[src/rtl/divmux_pkg.sv]
// Shared constants and types for the divider-mux clock bank.
// Assumes exactly three selectable inputs; code 3 is the off code.
package divmux_pkg;
    localparam int NUM_SRC = 3;
    typedef logic [1:0] sel_t;
    localparam sel_t SEL_OFF = 2'd3;
endpackage

[src/rtl/divmux_divider.sv]
// Per-input ratio counter. It counts ticks of one input while that input is
// selected and flags the terminal count. It assumes tick is a single-cycle
// strobe. The counter is held at zero whenever its input is not selected.
module divmux_divider #(
    parameter int DIV_W = 5
) (
    input  logic             clk,
    input  logic             rst_n,
    input  logic             active,
    input  logic             tick,
    input  logic [DIV_W-1:0] ratio,
    output logic             fire
);
    logic [DIV_W-1:0] cnt_q;
    logic             at_end;

    // A count at or above the ratio ends the period, which covers a ratio shrunk mid-count.
    assign at_end = (cnt_q >= ratio);
    assign fire   = active & tick & at_end;

    // Count the input ticks; restart on terminal count or when deselected.
    always_ff @(posedge clk) begin
        if (!rst_n || !active) begin
            cnt_q <= '0;
        end else if (tick) begin
            cnt_q <= at_end ? '0 : cnt_q + 1'b1;
        end
    end
endmodule

[src/rtl/divmux_channel.sv]
// One output channel. It holds three dividers, one per input; only the
// divider of the selected input runs. It drives a registered output strobe
// and a per-input "running" flag, set on the first strobe after selection.
// It assumes sel comes straight from a register.
module divmux_channel
    import divmux_pkg::*;
#(
    parameter int DIV_W = 5
) (
    input  logic                            clk,
    input  logic                            rst_n,
    input  logic [NUM_SRC-1:0]              src_tick,
    input  sel_t                            sel,
    input  logic [NUM_SRC-1:0][DIV_W-1:0]   ratio,
    output logic [NUM_SRC-1:0]              run_vis,
    output logic                            out_pulse
);
    logic [NUM_SRC-1:0] hit;
    logic [NUM_SRC-1:0] fire;
    logic [NUM_SRC-1:0] run_q;
    logic               out_q;

    for (genvar k = 0; k < NUM_SRC; k++) begin : g_src
        assign hit[k] = (sel == sel_t'(k));

        divmux_divider #(.DIV_W(DIV_W)) u_div (
            .clk    (clk),
            .rst_n  (rst_n),
            .active (hit[k]),
            .tick   (src_tick[k]),
            .ratio  (ratio[k]),
            .fire   (fire[k])
        );

        // Running flag: set by the first terminal count and cleared once the input is deselected.
        always_ff @(posedge clk) begin
            if (!rst_n) begin
                run_q[k] <= 1'b0;
            end else begin
                run_q[k] <= hit[k] ? (run_q[k] | fire[k]) : 1'b0;
            end
        end
    end

    // Register the output strobe of whichever divider fired.
    always_ff @(posedge clk) begin
        if (!rst_n) begin
            out_q <= 1'b0;
        end else begin
            out_q <= |fire;
        end
    end

    // Gate the flags with the live select, so a stale flag is never visible after a switch.
    assign run_vis   = run_q & hit;
    assign out_pulse = out_q;
endmodule

[src/rtl/divmux_regs.sv]
// Register file of the bank. It holds two select words and one ratio word
// per channel per input, decodes byte-addressed writes, and serves a
// combinational read port that includes the per-input status words. It
// assumes word-aligned addresses and SEL_START + 2*NUM_CH <= 64.
module divmux_regs
    import divmux_pkg::*;
#(
    parameter int NUM_CH    = 4,
    parameter int DIV_W     = 5,
    parameter int ADDR_W    = 12,
    parameter int SEL_START = 28,
    parameter int RUN_START = 4,
    parameter int SEL_ADDR0 = 'h000,
    parameter int SEL_ADDR1 = 'h004,
    parameter int RUN_ADDR0 = 'h010,
    parameter int RUN_ADDR1 = 'h014,
    parameter int RUN_ADDR2 = 'h018,
    parameter int DIV_BASE0 = 'h100,
    parameter int DIV_BASE1 = 'h200,
    parameter int DIV_BASE2 = 'h300
) (
    input  logic                                       clk,
    input  logic                                       rst_n,
    input  logic                                       wr_valid,
    input  logic [ADDR_W-1:0]                          wr_addr,
    input  logic [31:0]                                wr_data,
    input  logic [ADDR_W-1:0]                          rd_addr,
    output logic [31:0]                                rd_data,
    input  logic [NUM_CH-1:0][NUM_SRC-1:0]             ch_run,
    output logic [NUM_CH-1:0][1:0]                     ch_sel,
    output logic [NUM_CH-1:0][NUM_SRC-1:0][DIV_W-1:0]  ch_ratio
);
    localparam int DIV_BASES [NUM_SRC] = '{DIV_BASE0, DIV_BASE1, DIV_BASE2};
    localparam int RUN_ADDRS [NUM_SRC] = '{RUN_ADDR0, RUN_ADDR1, RUN_ADDR2};

    logic [31:0] sel_w0_q;
    logic [31:0] sel_w1_q;
    logic [NUM_CH-1:0][NUM_SRC-1:0][DIV_W-1:0] div_q;

    // Decode writes into the select words and the ratio words.
    always_ff @(posedge clk) begin
        if (!rst_n) begin
            sel_w0_q <= '1;
            sel_w1_q <= '1;
            div_q    <= '0;
        end else if (wr_valid) begin
            if (wr_addr == ADDR_W'(SEL_ADDR0)) sel_w0_q <= wr_data;
            if (wr_addr == ADDR_W'(SEL_ADDR1)) sel_w1_q <= wr_data;
            for (int c = 0; c < NUM_CH; c++) begin
                for (int k = 0; k < NUM_SRC; k++) begin
                    if (wr_addr == ADDR_W'(DIV_BASES[k] + 4 * c)) begin
                        div_q[c][k] <= wr_data[DIV_W-1:0];
                    end
                end
            end
        end
    end

    // Map each channel's select field, which spills into the second word past bit 31.
    for (genvar c = 0; c < NUM_CH; c++) begin : g_sel
        localparam int POS = SEL_START + 2 * c;
        if (POS > 31) begin : g_hi
            assign ch_sel[c] = sel_w1_q[POS-32 +: 2];
        end else begin : g_lo
            assign ch_sel[c] = sel_w0_q[POS +: 2];
        end
    end

    assign ch_ratio = div_q;

    // Combinational read mux over the select, status and ratio words.
    always_comb begin
        rd_data = '0;
        if (rd_addr == ADDR_W'(SEL_ADDR0)) rd_data = sel_w0_q;
        if (rd_addr == ADDR_W'(SEL_ADDR1)) rd_data = sel_w1_q;
        for (int k = 0; k < NUM_SRC; k++) begin
            if (rd_addr == ADDR_W'(RUN_ADDRS[k])) begin
                for (int c = 0; c < NUM_CH; c++) begin
                    rd_data[RUN_START + c] = ch_run[c][k];
                end
            end
        end
        for (int c = 0; c < NUM_CH; c++) begin
            for (int k = 0; k < NUM_SRC; k++) begin
                if (rd_addr == ADDR_W'(DIV_BASES[k] + 4 * c)) begin
                    rd_data[DIV_W-1:0] = div_q[c][k];
                end
            end
        end
    end
endmodule

[src/rtl/clk_divmux_bank.sv]
// Top of the divider-mux clock bank: a register file plus NUM_CH channels.
// It assumes the three inputs arrive as single-cycle enable strobes in the
// clk domain, and that RUN_START + NUM_CH <= 32.
module clk_divmux_bank
    import divmux_pkg::*;
#(
    parameter int NUM_CH    = 4,
    parameter int DIV_W     = 5,
    parameter int ADDR_W    = 12,
    parameter int SEL_START = 28,
    parameter int RUN_START = 4
) (
    input  logic                 clk,
    input  logic                 rst_n,
    input  logic [2:0]           src_tick,
    input  logic                 wr_valid,
    input  logic [ADDR_W-1:0]    wr_addr,
    input  logic [31:0]          wr_data,
    input  logic [ADDR_W-1:0]    rd_addr,
    output logic [31:0]          rd_data,
    output logic [NUM_CH-1:0]    ch_out
);
    logic [NUM_CH-1:0][1:0]                    ch_sel;
    logic [NUM_CH-1:0][NUM_SRC-1:0]            ch_run;
    logic [NUM_CH-1:0][NUM_SRC-1:0][DIV_W-1:0] ch_ratio;

    divmux_regs #(
        .NUM_CH    (NUM_CH),
        .DIV_W     (DIV_W),
        .ADDR_W    (ADDR_W),
        .SEL_START (SEL_START),
        .RUN_START (RUN_START)
    ) u_regs (
        .clk      (clk),
        .rst_n    (rst_n),
        .wr_valid (wr_valid),
        .wr_addr  (wr_addr),
        .wr_data  (wr_data),
        .rd_addr  (rd_addr),
        .rd_data  (rd_data),
        .ch_run   (ch_run),
        .ch_sel   (ch_sel),
        .ch_ratio (ch_ratio)
    );

    for (genvar c = 0; c < NUM_CH; c++) begin : g_ch
        divmux_channel #(.DIV_W(DIV_W)) u_ch (
            .clk       (clk),
            .rst_n     (rst_n),
            .src_tick  (src_tick),
            .sel       (ch_sel[c]),
            .ratio     (ch_ratio[c]),
            .run_vis   (ch_run[c]),
            .out_pulse (ch_out[c])
        );
    end
endmodule

[config.mk]
export PLATFORM = sky130hd
export DESIGN_NAME = clk_divmux_bank
export DESIGN_NICKNAME = d
export VERILOG_FILES = /design/src/rtl/divmux_pkg.sv /design/src/rtl/divmux_divider.sv /design/src/rtl/divmux_channel.sv /design/src/rtl/divmux_regs.sv /design/src/rtl/clk_divmux_bank.sv
export SDC_FILE = /design/constraint.sdc
export NUM_CORES = 1
export LEC_CHECK = 0
export CORE_ASPECT_RATIO = 2
export CORE_UTILIZATION = 45
export CTS_CLUSTER_SIZE = 20
export DETAILED_ROUTE_END_ITERATION = 6
export DONT_BUFFER_PORTS = 1
export PLACE_DENSITY_LB_ADDON = 0.25
export SKIP_CTS_REPAIR_TIMING = 1
export SLEW_MARGIN = 20
export SYNTH_ARGS = -nofsm -noshare
export SYNTH_HDL_FRONTEND = slang
export SYNTH_HIERARCHICAL = 1
export SYNTH_SLANG_ARGS = --single-unit
export TNS_END_PERCENT = 10
[constraint.sdc]
create_clock -name clk -period 5.9 [get_ports clk]
set_clock_uncertainty 0.15 [all_clocks]
set_input_delay 0.59 -clock clk [delete_from_list [all_inputs] [get_ports clk]]
set_output_delay 0.59 -clock clk [all_outputs]
set_load 0.005 [all_outputs]
==> results.sh, run 1 <==
export IMPL_status="finished, violations left"
export IMPL_violations="DRC"
export IMPL_worstPathCellList="nor2_1 -> nand4_1 -> nor2_1 -> a32oi_1 -> a22o_1 -> a21boi_2"
export IMPL_grt_start_max_net_pins=153
export IMPL_setup_viol=0
export IMPL_fin_crit_ps=3480
export IMPL_diodes=0
export IMPL_ant_nets=0
export IMPL_synth_top_family_by_area="simple AND/OR/NAND/NOR gates"
export IMPL_ys_dominant_reg_cell="dfxtp_1"
export IMPL_area_growth_pct=6.08
export IMPL_syn_inst=1377
export IMPL_cpPeakStageDelay_ps=710
export IMPL_slew_headroom=0.368
export IMPL_path_depth=6
export IMPL_yosys_area_share_simple=0.267
export IMPL_r2r_slack_ps=3870
export IMPL_route_top_layer_used="met4"
export IMPL_synthXorXnorAreaFrac=0.0184
export IMPL_drt_total_wl_mm=32.4
export IMPL_rr_startpoint="u_regs/ch_ratio[32]"
export IMPL_wl_met2_mm=16.6
export IMPL_hpwl_mm=23.7
export IMPL_cts_tree="done"
export IMPL_fin_cells=1676
export IMPL_die_y_um=228
export IMPL_ys_ff_latch=200
export IMPL_yosys_area_top_type_share=0.350
export IMPL_postLayoutCellArea_um2=12200
export IMPL_final_core_util=0.485
export IMPL_cts_made_buffers=17
export IMPL_dr_pass1_iters=7
export IMPL_drc=5
export IMPL_synth_area_per_cell_um2=8.32
export IMPL_cts_buffer_depth=2
export IMPL_crit_top_cell="nor2_1"
export IMPL_ys_warn_count=6
export IMPL_num_vias=9848
export IMPL_portBuffers=0
export IMPL_fin_nets=1461
export IMPL_period_share=0.589
export IMPL_syn_area_um2=11500
export IMPL_arrival_ps=2740
export IMPL_total_power_mw=2.61
export IMPL_synth_distinct_cells=70
export IMPL_seq_area_frac_synth=0.350
export IMPL_rsz0062_at_grt="no"
export IMPL_wl_per_cell_um=19.3
export IMPL_core_area_um2=25000
export IMPL_cp_slowest_cell="nor2_1"
export IMPL_grt_pass1_wl_mm=50.5
export IMPL_syn_num_nets=1511
export IMPL_track_usage=0.256
export IMPL_crit_end="rd_data[4]"
export IMPL_dieArea_um2=26100
export IMPL_fmax_ghz=0.288
export IMPL_drt_iter0_drc=553
export IMPL_synth_area_top_cells="dfxtp_1 35%, ha_1 7.9%, nand2_1 7.8%"
export IMPL_crit_buf_inv=0
export IMPL_endpoint_kind="output pin"
export IMPL_drive_above_1_share=0.0993
export IMPL_rows=82
export IMPL_total_leakage_power_nw=4.56
export IMPL_clock_sinks=200
export IMPL_grt_pass1_vias=9665
export IMPL_synth_compound_area_frac=0.184
export IMPL_viasPerCell=5.88
export IMPL_synthArstFlopShare=0
export IMPL_hold_class="in -> reg"
export IMPL_worstPathRequired_ps=5160
export IMPL_synth_area_mux_share=0.0448
export IMPL_finalSetupTns_ps=0
export IMPL_routabilityCongestion=0.922
export IMPL_holdWs_ps=71.8
export IMPL_fill_cells=2485
export IMPL_cpLargestDelayFamily="simple AND/OR/NAND/NOR gates"
export IMPL_worstPathMaxFanout=12
export IMPL_cts_root_buf="clkbuf_16"
export IMPL_p_per_area_nw_per_um2=215
export IMPL_critPathLaunchType="input port"
export IMPL_placed_cells=1643
export IMPL_antenna_found_initial=0
export IMPL_criticalPathCategory="in -> out"
export IMPL_dpl_worst_slack_ps=2100
export IMPL_hold_viol_final=0
export IMPL_worst_pin_slew_ps=944
export IMPL_r2r_end="g_ch[2].u_ch/run_q[0]"
export IMPL_fp_dieW_um=115
export IMPL_maxCapViolations=0
export IMPL_synth_fa_ha_area_frac=0.0786
export IMPL_maxSlewViolCount=0
export IMPL_rr_worst_depth=8
export IMPL_initial_core_util=0.458
export IMPL_clock_latency_ps=460
export IMPL_ir_worst_vdd_mv=0.236
export IMPL_worst_slack_ps=2420
export IMPL_grt_ovfl_total=0
export IMPL_path_clk_slew_ps=70
export IMPL_final_cell_mix="239 x nand2_1, 200 x dfxtp_1, 90 x nand3_1, 74 x inv_1, 72 x ha_1"
export IMPL_io_pins=98
export IMPL_synth_edf_count=0
export IMPL_htreeDepth=4
export IMPL_m1WireLength_mm=12.0
export IMPL_final_common_cell="nand2_1"
export IMPL_crit_start="rd_addr[11]"
export IMPL_wl_met3_mm=1.80
export IMPL_synth_top_area_cell="dfxtp_1"
export IMPL_place_area_um2=11500
registers in the layout, indices dropped and copies added, names as in the netlist:
name / flops
u_regs/ch_ratio: 60
u_regs/sel_w1_q: 32
g_ch.u_ch/run_q: 12
u_regs/sel_w0_q: 32
g_ch.u_ch/g_src.u_div/cnt_q: 60
g_ch.u_ch/out_pulse: 4
cell families (layout without fill, tap and decap cells):
logic type	after synthesis	after routing
compound gates	289	289
xor+xnor	24	24
fa+ha+maj	72	72
buf+inv	148	111
flops	200	200
mux	51	51
simple gates	593	593
power breakdown:
part	total, mW	switching (mW)	internal, mW
Clock	1.21	0.533	0.677
Sequential	1.35	0.000119	1.35
Combinational	0.0530	0.0313	0.0217
Total	2.61	0.564	2.05
synth_stat cells (28+ instances only):
cell,number
a21oi_1,62
buf_2,28
clkbuf_1,32
dfxtp_1,200
ha_1,72
inv_1,74
mux2i_1,49
nand2_1,239
nand3_1,90
nor2_1,40
nor2b_1,52
nor3_1,37
o21ai_0,30
final cells by class:
cell class | count | area, µm² | area share
Multi-Input combinational cell | 1029 | 6810 | 0.560
Sequential cell | 200 | 4000 | 0.329
Clock buffer | 21 | 450 | 0.0371
Tap cell | 336 | 420 | 0.0346
Inverter | 74 | 278 | 0.0229
Clock inverter | 11 | 149 | 0.0123
Timing Repair Buffer | 5 | 45.0 | 0.00371
worst min path at each step:
stage | slack, ps | to | cells past startpoint | startpoint
floorplan | 290 | u_regs/sel_w0_q[5] | 2 | u_regs/sel_w0_q[5]
detailed placement | 310 | u_regs/sel_w0_q[5] | 2 | u_regs/sel_w0_q[5]
finish | 70 | g_ch[3].u_ch/g_src[0].u_div/cnt_q[3] | 1 | src_tick[0]
global route | 60 | g_ch[3].u_ch/g_src[0].u_div/cnt_q[4] | 1 | src_tick[0]
CTS | 50 | g_ch[3].u_ch/g_src[1].u_div/cnt_q[3] | 1 | src_tick[1]
global placement | 300 | u_regs/sel_w1_q[19] | 2 | u_regs/sel_w1_q[19]
metal layers:
metal,global-route usage,vias up
li1,-,4761
met1,0.257,4675
met2,0.464,305
met3,0.0607,107
met4,0.171,0
met5,0,-
Note: power is estimated with default switching activity, not from simulation.
==> run 2: changes to the inputs <==
==> constraint.sdc (replaced) <==
create_clock -name clk -period 3.1 [get_ports clk]
set_clock_uncertainty 0.15 [all_clocks]
set_input_delay 0.31 -clock clk [delete_from_list [all_inputs] [get_ports clk]]
set_output_delay 0.31 -clock clk [all_outputs]
set_load 0.005 [all_outputs]
==> results.sh, run 2 (same netlist as run 1, synthesis figures left out) <==
export IMPL_critPathLaunchType="register"
export IMPL_cts_buffer_depth=2
export IMPL_fin_cells=1724
export IMPL_cts_tree="done"
export IMPL_setup_viol=0
export IMPL_rr_worst_depth=6
export IMPL_ir_worst_vdd_mv=0.464
export IMPL_path_clk_slew_ps=70
export IMPL_fmax_ghz=0.339
export IMPL_rsz0062_at_grt="no"
export IMPL_core_area_um2=25000
export IMPL_clock_sinks=200
export IMPL_track_usage=0.264
export IMPL_cp_slowest_cell="dfxtp_1"
export IMPL_fill_cells=2434
export IMPL_drt_iter0_drc=641
export IMPL_placed_cells=1652
export IMPL_initial_core_util=0.458
export IMPL_finalSetupTns_ps=0
export IMPL_maxSlewViolCount=0
export IMPL_num_vias=10122
export IMPL_area_growth_pct=10.7
export IMPL_slew_headroom=0.267
export IMPL_dr_pass1_iters=5
export IMPL_clock_latency_ps=460
export IMPL_hold_class="in -> reg"
export IMPL_cpPeakStageDelay_ps=420
export IMPL_holdPathStages=3
export IMPL_drc=0
export IMPL_grt_start_max_net_pins=153
export IMPL_cts_root_buf="clkbuf_16"
export IMPL_drive_above_1_share=0.105
export IMPL_rows=82
export IMPL_fin_nets=1509
export IMPL_endpoint_kind="output pin"
export IMPL_grt_pass1_vias=9832
export IMPL_hpwl_mm=24.2
export IMPL_dieArea_um2=26100
export IMPL_grt_ovfl_total=0
export IMPL_holdWs_ps=-18.9
export IMPL_io_pins=98
export IMPL_criticalPathCategory="reg -> out"
export IMPL_drt_total_wl_mm=34.9
export IMPL_die_y_um=228
export IMPL_htreeDepth=4
export IMPL_cts_made_buffers=17
export IMPL_antenna_found_initial=1
export IMPL_fp_dieW_um=115
export IMPL_status="finished, violations left"
export IMPL_arrival_ps=2490
export IMPL_viasPerCell=5.87
export IMPL_final_cell_mix="239 x nand2_1, 200 x dfxtp_1, 90 x nand3_1, 74 x inv_1, 72 x ha_1"
export IMPL_fin_crit_ps=2950
export IMPL_routabilityCongestion=0.969
export IMPL_violations="hold timing"
export IMPL_hold_viol_final=7
export IMPL_ant_nets=0
export IMPL_portBuffers=0
export IMPL_diodes=0
export IMPL_total_leakage_power_nw=4.82
export IMPL_period_share=0.951
export IMPL_wl_per_cell_um=20.2
export IMPL_worstPathCellList="nor2b_2 -> and2_1 -> nand3b_1 -> a2111oi_2 -> buf_4 -> o32ai_1 -> a22o_1 -> a21boi_2"
export IMPL_worstPathRequired_ps=2640
export IMPL_worstPathMaxFanout=6
export IMPL_maxCapViolations=0
export IMPL_worst_pin_slew_ps=1100
export IMPL_final_common_cell="nand2_1"
export IMPL_p_per_area_nw_per_um2=415
export IMPL_grt_pass1_wl_mm=51.9
run 2: changes by cell type in the layout (fill, tap and decap cells not counted), moves of 2 or more:
cell and change:
clkbuf_8 +3, clkinvlp_4 -3, clkbuf_1 -2, buf_4 +9, dlygate4sd3_1 +38
run 2: critical path: cells and delay by family (launching register included):
kind	cells	cell delay, ps
buffers and inverters	1	160
DFF	1	420
and+or+nand+nor	3	510
AOI/OAI and AO/OA	4	930
run 2: metal layers:
metal / wire length [µm] / part of all wire / GRT usage
met1: 13000 / 0.37 / 0.264
met2: 18300 / 0.53 / 0.492
met3: 1760 / 0.050 / 0.0557
met4: 1850 / 0.053 / 0.160
met5: 0 / 0 / 0
run 2: metrics by stage:
step	hold slack (ps)	instance area (µm²)	worst slack [ps]	total power, mW	util
finish	-18.9	12700	152	5.26	0.507
global placement	264	11600	605	2.73	0.463
detailed placement	270	11600	629	2.73	0.463
global route	5.78	12700	26.9	5.40	0.507
CTS	-225	12200	97.1	5.18	0.489
floorplan	284	11500	994	2.77	-
run 2: cell type report:
type | count | area (µm²) | share of cell area
Timing Repair Buffer | 53 | 526 | 0.0414
Multi-Input combinational cell | 1029 | 6810 | 0.537
Tap cell | 336 | 420 | 0.0331
Inverter | 74 | 278 | 0.0219
Clock inverter | 10 | 165 | 0.0130
Clock buffer | 22 | 484 | 0.0382
Sequential cell | 200 | 4000 | 0.316
run 2: final timing paths:
check,start,to,slack (ps)
hold reg to reg,u_regs/sel_w1_q[29],u_regs/sel_w1_q[29],320
setup / recovery,u_regs/sel_w0_q[29],rd_data[4],150
setup reg to reg,u_regs/ch_ratio[4],g_ch[0].u_ch/g_src[0].u_div/cnt_q[4],880
hold / removal,wr_addr[3],u_regs/ch_ratio[9],-20
run 2: power by group:
group,internal [mW],total [mW],switching (mW)
Sequential,2.57,2.57,0.000214
Clock,1.44,2.47,1.03
Combinational,0.0817,0.224,0.143
